===== src/rtl/extint_sense_pkg.sv =====
package extint_sense_pkg;
  parameter int unsigned IRQ_NUM = 2;
  localparam int unsigned CFG_W = 3 * IRQ_NUM;
  localparam logic ADDR_NMI = 1'b0;
  localparam logic ADDR_IRQ = 1'b1;

  typedef enum logic [1:0] {
    SENSE_LOW  = 2'b00,
    SENSE_HIGH = 2'b01,
    SENSE_FALL = 2'b10,
    SENSE_RISE = 2'b11
  } senseMode_e;

  typedef struct packed {
    logic                      nmiDetEn;
    logic                      nmiRise;
    logic                      accept;
    logic [IRQ_NUM-1:0]        histClr;
    logic [IRQ_NUM-1:0]        irqMask;
    logic [IRQ_NUM-1:0][1:0]   irqMode;
  } ctrlStrobes_t;
endpackage


===== src/rtl/extint_sense_ctrl.sv =====
module extint_sense_ctrl
  import extint_sense_pkg::*;
#(
  parameter int unsigned BLANK_CYCLES = 6
) (
  input  logic             clk,
  input  logic             rstN,
  input  logic             cfgWrEn,
  input  logic             cfgAddr,
  input  logic [CFG_W-1:0] cfgWrData,
  input  logic             cpuAccept,
  output ctrlStrobes_t     strobes
);
  localparam int unsigned CNT_W = $clog2(BLANK_CYCLES + 1);

  logic                    nmiRiseQ;
  logic [IRQ_NUM-1:0][1:0] modeQ;
  logic [IRQ_NUM-1:0][1:0] modeNext;
  logic [IRQ_NUM-1:0]      maskQ;
  logic [IRQ_NUM-1:0]      maskNext;
  logic [CNT_W-1:0]        blankCnt;
  logic                    wrNmi;
  logic                    wrIrq;

  assign wrNmi = cfgWrEn && (cfgAddr == ADDR_NMI);
  assign wrIrq = cfgWrEn && (cfgAddr == ADDR_IRQ);

  for (genvar n = 0; n < IRQ_NUM; n++) begin : gField
    assign modeNext[n] = cfgWrData[2*n+1 -: 2];
    assign maskNext[n] = cfgWrData[2*IRQ_NUM + n];
  end

  always_ff @(posedge clk) begin
    if (!rstN) begin
      nmiRiseQ <= 1'b0;
      modeQ    <= '{default: SENSE_LOW};
      maskQ    <= '1;
      blankCnt <= '0;
    end else begin
      if (wrNmi) begin
        nmiRiseQ <= cfgWrData[0];
        blankCnt <= CNT_W'(BLANK_CYCLES);
      end else if (blankCnt != '0) begin
        blankCnt <= blankCnt - 1'b1;
      end
      if (wrIrq) begin
        modeQ <= modeNext;
        maskQ <= maskNext;
      end
    end
  end

  always_comb begin
    strobes          = '0;
    strobes.nmiDetEn = (blankCnt == '0);
    strobes.nmiRise  = nmiRiseQ;
    strobes.accept   = cpuAccept;
    strobes.irqMask  = maskQ;
    strobes.irqMode  = modeQ;
    for (int n = 0; n < IRQ_NUM; n++) begin
      strobes.histClr[n] = wrIrq && (modeNext[n] != modeQ[n]);
    end
  end
endmodule


===== src/rtl/extint_sense_dp.sv =====
module extint_sense_dp
  import extint_sense_pkg::*;
(
  input  logic               clk,
  input  logic               rstN,
  input  logic               nmiPin,
  input  logic [IRQ_NUM-1:0] irqPin,
  input  ctrlStrobes_t       strobes,
  output logic               nmiPend,
  output logic [IRQ_NUM-1:0] irqPend
);
  localparam int unsigned PIN_NUM = IRQ_NUM + 1;

  logic [PIN_NUM-1:0] pinVec;
  logic [PIN_NUM-1:0] syncA;
  logic [PIN_NUM-1:0] syncB;
  logic [PIN_NUM-1:0] prevB;
  logic [PIN_NUM-1:0] histClrVec;
  logic [PIN_NUM-1:0] riseDet;
  logic [PIN_NUM-1:0] fallDet;
  logic               nmiHit;

  assign pinVec     = {irqPin, nmiPin};
  assign histClrVec = {strobes.histClr, 1'b0};
  assign riseDet    = syncB & ~prevB;
  assign fallDet    = ~syncB & prevB;

  always_ff @(posedge clk) begin
    if (!rstN) begin
      syncA <= '0;
      syncB <= '0;
      prevB <= '0;
    end else begin
      syncA <= pinVec;
      syncB <= syncA;
      for (int i = 0; i < PIN_NUM; i++) begin
        prevB[i] <= histClrVec[i] ? syncA[i] : syncB[i];
      end
    end
  end

  assign nmiHit = strobes.nmiDetEn &&
                  (strobes.nmiRise ? riseDet[0] : fallDet[0]);

  always_ff @(posedge clk) begin
    if (!rstN)                nmiPend <= 1'b0;
    else if (nmiHit)          nmiPend <= 1'b1;
    else if (strobes.accept)  nmiPend <= 1'b0;
  end

  for (genvar n = 0; n < IRQ_NUM; n++) begin : gIrq
    logic hit;
    always_comb begin
      unique case (senseMode_e'(strobes.irqMode[n]))
        SENSE_LOW:  hit = !syncB[n+1];
        SENSE_HIGH: hit = syncB[n+1];
        SENSE_FALL: hit = fallDet[n+1];
        default:    hit = riseDet[n+1];
      endcase
    end

    always_ff @(posedge clk) begin
      if (!rstN)                   irqPend[n] <= 1'b0;
      else if (strobes.irqMask[n]) irqPend[n] <= 1'b0;
      else if (hit)                irqPend[n] <= 1'b1;
      else if (strobes.accept)     irqPend[n] <= 1'b0;
    end
  end
endmodule


===== src/rtl/extint_sense.sv =====
module extint_sense
  import extint_sense_pkg::*;
#(
  parameter int unsigned BLANK_CYCLES = 6
) (
  input  logic               clk,
  input  logic               rstN,
  input  logic               nmiPin,
  input  logic [IRQ_NUM-1:0] irqPin,
  input  logic               cfgWrEn,
  input  logic               cfgAddr,
  input  logic [CFG_W-1:0]   cfgWrData,
  input  logic               cpuAccept,
  output logic               nmiPend,
  output logic [IRQ_NUM-1:0] irqPend
);
  ctrlStrobes_t strobes;

  extint_sense_ctrl #(.BLANK_CYCLES(BLANK_CYCLES)) uCtrl (
    .clk       (clk),
    .rstN      (rstN),
    .cfgWrEn   (cfgWrEn),
    .cfgAddr   (cfgAddr),
    .cfgWrData (cfgWrData),
    .cpuAccept (cpuAccept),
    .strobes   (strobes)
  );

  extint_sense_dp uDp (
    .clk     (clk),
    .rstN    (rstN),
    .nmiPin  (nmiPin),
    .irqPin  (irqPin),
    .strobes (strobes),
    .nmiPend (nmiPend),
    .irqPend (irqPend)
  );
endmodule


===== config.mk =====
export PLATFORM = sky130hd
export DESIGN_NAME = extint_sense
export DESIGN_NICKNAME = d
export VERILOG_FILES = /design/src/rtl/extint_sense_pkg.sv /design/src/rtl/extint_sense_ctrl.sv /design/src/rtl/extint_sense_dp.sv /design/src/rtl/extint_sense.sv
export SDC_FILE = /design/constraint.sdc
export NUM_CORES = 1
export LEC_CHECK = 0
export BUFFER_PORTS_ARGS = -buffer_cell sky130_fd_sc_hd__buf_2
export CAP_MARGIN = 20
export CORE_MARGIN = 3
export CORE_UTILIZATION = 55
export CTS_CLUSTER_SIZE = 40
export DETAILED_ROUTE_END_ITERATION = 10
export PLACE_DENSITY = 0.76
export RECOVER_POWER = 100
export SYNTH_ARGS = -nofsm -noshare
export SYNTH_HDL_FRONTEND = slang
export SYNTH_SLANG_ARGS = --single-unit

===== constraint.sdc =====
create_clock -name clk -period 1.7 [get_ports clk]
set_input_delay 0.17 -clock clk [delete_from_list [all_inputs] [get_ports clk]]
set_output_delay 0.17 -clock clk [all_outputs]
set_load 0.1 [all_outputs]

=== After elaboration in Yosys (flattened, before gate mapping) ===
Index checks and enable logic that the tools add are counted.

* Input port bits: 14
* Output and inout port bits: 3
* Word-level logic and storage cells: 54
* Register bits: 22

* Reductions and logical operators: 18
* Bitwise gates (word level): 6
* Add/subtract/negate cells: 1
* Equal/unequal tests: 6
* Muxes and demuxes: 11

{| class="wikitable"
|+ Operators with widths
! cell !! number
|-
| nonzero test 2 bit || 4
|-
| 2-to-1 mux 1 bit || 7
|-
| AND 3 bit || 2
|-
| 2-to-1 mux 3 bit || 2
|-
| inverter 3 bit || 2
|-
| one-hot mux 1 bit (3 select lines) || 2
|-
| OR reduction 2 bit || 3
|-
| logical AND 1 bit || 5
|-
| equality test 2 x 1 -> 1 bit (second input constant) || 2
|-
| equality test 2 bit (second input constant) || 2
|-
| logical NOT 2 bit || 2
|-
| != test 2 bit || 2
|-
| logical NOT 3 bit || 1
|-
| nonzero test 3 bit || 1
|-
| subtractor 3 x 1 -> 3 bit (second input constant) || 1
|-
| logical NOT 1 bit || 2
|-
| inverter 1 bit || 2
|}

=== Longest topological paths before layout ===
* Word-level depth: 5
* Gate-level depth with buffers: 5
* Gate-level depth less buffers: 5

=== Modules after synthesis ===
Synthesis repeated with hierarchy kept, for this count alone.

* Cells, all modules: 97
* Area total of the unflattened synthesis: 887.1 sq um

{| class="wikitable"
|+ By module, submodules not included
! module !! sequential area each (sq um) !! cells each !! times used !! area each (sq um)
|-
| extint_sense_ctrl || 200.2 || 55 || 1 || 457.9
|-
| extint_sense_dp || 240.2 || 42 || 1 || 429.2
|}

=== Worst setup path before layout ===
Ideal clock, no wire load.

* Path kind: register -> register
* Start: register uDp.irqPend[0] (netlist name)
* End: register uDp.irqPend[0]
* Arrival time: 1249 ps
* Buffers on the path: 0
* Path slack: 370 ps
* Data required time: 1620 ps
* Stages on the path, launching flop included: 3
* Clock period less this slack: 1330 ps
* Cell sequence: dfxtp_1 nand2b_1 a211oi_2

{| class="wikitable"
|+ RTL lines
! what !! line !! RTL
|-
| end signal: indexed assignment || extint_sense_dp.sv:63 || <nowiki>if (!rstN) irqPend[n] <= 1'b0;</nowiki>
|-
| end signal: indexed assignment || extint_sense_dp.sv:64 || <nowiki>else if (strobes.irqMask[n]) irqPend[n] <= 1'b0;</nowiki>
|-
| end signal: indexed assignment || extint_sense_dp.sv:65 || <nowiki>else if (hit) irqPend[n] <= 1'b1;</nowiki>
|-
| end: declaration || extint_sense_dp.sv:10 || <nowiki>output logic [IRQ_NUM-1:0] irqPend</nowiki>
|}

=== Worst setup path in the final report ===
* Start: register uDp.irqPend[0]
* End: output port irqPend[0]

{| class="wikitable"
|+ RTL lines
! what !! line !! RTL
|-
| end: declaration || extint_sense.sv:15 || <nowiki>output logic [IRQ_NUM-1:0] irqPend</nowiki>
|}

No word-level cell between the ends.

==> results.md <==
* Clk_lat worst skew at 310 ps
* Critical Path AT at 1110 ps
* Ys Warns at 0
* Routed wire per std cell at 12.1 um
* CP Buf/Inv Count at 1
* CP cell instances: clkbuf_2
* Slowest library cell on the worst path: clkbuf_2
* Post-synthesis register bit count at 22
* RSZ-0062 raised after global routing: no
* DP Worst Slack at 508 ps
* Setup_tns at 0 ps
* Via count at 652
* Minimum clock period at 1280 ps
* FMAX at 781 MHz
* CP endpoint kind: output port
* Global placer's final weighted congestion at 0.772
* Avg Cell Area, Syn at 9.38 um^2
* Starting Density at 63.1%
* Hold Fails Final Rpt at 0
* Setup crit start: uDp.irqPend[0]
* Max FO, Critical Path at 2
* Hold Path Origin: cfgWrData[5]
* Hold path depth at 3
* Setup WS post-layout at 419 ps
* Setup Skew at 5.58 ps
* # H-tree levels at 1
* Io pins at 17
* # DRC at 0
* Longest Clk Path Bufs at 2
* Area contributors post-synth: dfxtp_1, nand2_1, xnor2_1
* Slew @ Worst Pin at 538 ps
* Sequential share of the synthesized area at 49.9%
* Kind of critical path: flop to output port
* Mapped Area at 882 um^2
* Post-CTS setup buffer count at 0
* Die width at 46.0 um
* Max VDD drop at 0.00104 V
* Initial antenna violation count at 0
* WHS Endpoint: uCtrl.maskQ[1]
* Synth-to-layout area growth at 14.9%
* Core Rows at 13
* Antenna Nets Post-Route at 0
* Power Dens Cells at 1100 nW/um^2
* Flop2flop setup slack at 480 ps
* Area share of the largest cell type after synthesis at 49.9%
* Tcrit/Tclk final at 75.3%
* Vias per cell at 5.13
* Vias in the first global route at 625
* Die area at 2120 um^2
* Path depth of the worst reg2reg path at 4
* Share of layout cells above drive strength 1 at 17.0%
* Critical path required time at 1530 ps
* Hold WS at 61.8 ps
* Worst r2r src: uCtrl.blankCnt[0]
* Leakage power at 0.474 nW
* Global-route usage over all layers at 17.2%
* Levels on crit path at 1
* Syn Nets at 110
* CTS buffer count at 3
* Starting DRT DRC Count at 14
* Slew Limit Fails at 0
* CTS tree: done
* WL final at 1.53 mm
* GR Overflow Total at 0
* Slew margin rel. at 64.3%
* Post-CTS sizing at 0
* Post-route cell area at 1010 um^2
* Clk sink count at 22
* CTS Hold Bufs at 0
* Port bufs at 16
* CTS root buffer: clkbuf_4
* R2r endpoint: uCtrl.blankCnt[2]
* Fin nets at 129
* CP top delay family: buffers and inverters
* Core footprint at 1400 um^2
* Post-detail-place hpwl at 1.13 mm
* Min-Delay Path Class: primary input to flop
* Syn Inst Count at 94
* Max stage delay on crit path at 450 ps
* Final setup vio count at 0
* Status: finished clean
* Area leader, netlist: dfxtp_1
* Clock-pin slew of the registers on the worst-case setup and hold paths at 120 ps
* Number of antenna diodes at 0
* Area post-placement at 972 um^2
* Netlist cell types at 23
* First-pass GRT wire length at 2.54 mm
* Largest net degree at the start of global routing at 14
* Drt first pass iters at 4
* DIE HEIGHT at 46.0 um
* Max cap viols at 0
* Startpoint types: flop
## layout make-up
class	count	area, um^2
Clock buffer	3	22.5
Clock inverter	1	30.0
Fill cell	111	385
Inverter	5	18.8
Multi-Input combinational cell	65	404
Sequential cell	22	440
Tap cell	15	18.8
Timing Repair Buffer	16	78.8
## cell usage in the layout, fill, tap and decap left out, drive strengths merged
cell type | netlist | routed
inv | 4 | 4
clkinv | 1 | 1
and3b | 1 | 1
dfxtp | 22 | 22
nand2b | 4 | 4
o21ai | 3 | 3
nand3 | 2 | 2
clkbuf | 1 | 7
a21oi | 7 | 7
nor3b | 1 | 1
and3 | 1 | 1
a31oi | 1 | 1
xnor2 | 5 | 5
a211oi | 2 | 2
xor2 | 4 | 4
and2 | 6 | 6
nor2 | 2 | 2
nand3b | 1 | 1
ha | 2 | 2
buf | 1 | 12
mux2i | 4 | 4
nand2 | 17 | 17
a21o | 2 | 2
bufinv | 0 | 1
## Yosys cell counts
cell and n:
ha_1 2, a211oi_2 2, nand3b_1 1, xor2_1 4, dfxtp_1 22, inv_1 4, and3_1 1, nand2_1 17
clkbuf_1 1, o21ai_0 3, nor2_1 2, and3b_1 1, clkinv_1 1, xnor2_1 5, a31oi_1 1, nor3b_1 1
a21oi_1 7, nand2b_1 4, a21o_1 2, mux2i_1 4, and2_1 6, buf_2 1, nand3_1 2
## per-layer routing
metal	vias to the layer above	GRT usage (%)	share of wire, %
li1	340	-	-
met1	291	21.3	47
met2	17	29.4	46
met3	4	2.37	4.6
met4	0	6.82	1.5
met5	-	0	0
## worst reg2reg max path, stage by stage (launching register included)
cell and delay, ps:
dfxtp_1 350, nor2_1 190, ha_1 290, mux2i_1 200, a21oi_1 70
## per-stage QoR
step	instances	util, %	power, mW
floorplan	94	-	0.690
global placement	123	69.5	0.724
detailed placement	123	69.5	0.732
CTS	127	73.3	1.13
global route	127	72.5	1.17
finish	127	72.5	1.12
## sequential cells by signal, indices dropped and copies added (netlist names)
register	cells
uDp.syncA	3
uDp.irqPend	2
uDp.nmiPend	1
uDp.prevB	3
uCtrl.maskQ	2
uDp.syncB	3
uCtrl.strobes	4
uCtrl.nmiRiseQ	1
uCtrl.blankCnt	3
## cell families (layout without fill, tap and decap cells)
family / count (synthesis) / count (layout) / synth area share (%)
muxes: 4 / 4 / 4.54
xor gates and xnor gates: 9 / 9 / 8.94
and+or+nand+nor: 35 / 35 / 19.7
buffers and inverters: 7 / 25 / 3.12
adders and majority gates: 2 / 2 / 2.84
DFF: 22 / 22 / 49.9
AOI/OAI and AO/OA: 15 / 15 / 10.9
## report_power, final
group          internal [mW]  leakage [nW]  total (mW)  switching (mW)
Clock                  0.238        0.0279       0.398           0.160
Sequential             0.547         0.181       0.567          0.0206
Combinational         0.0658         0.265       0.151          0.0855
Total                  0.851         0.474        1.12           0.266
## worst max-delay path by stage
stage	to	slack [ps]
floorplan	uDp.irqPend[0]	370
global placement	uCtrl.blankCnt[2]	580
detailed placement	uCtrl.blankCnt[2]	510
CTS	irqPend[0]	440
global route	irqPend[1]	360
finish	irqPend[0]	420
Power figures use the tool's default switching activity.
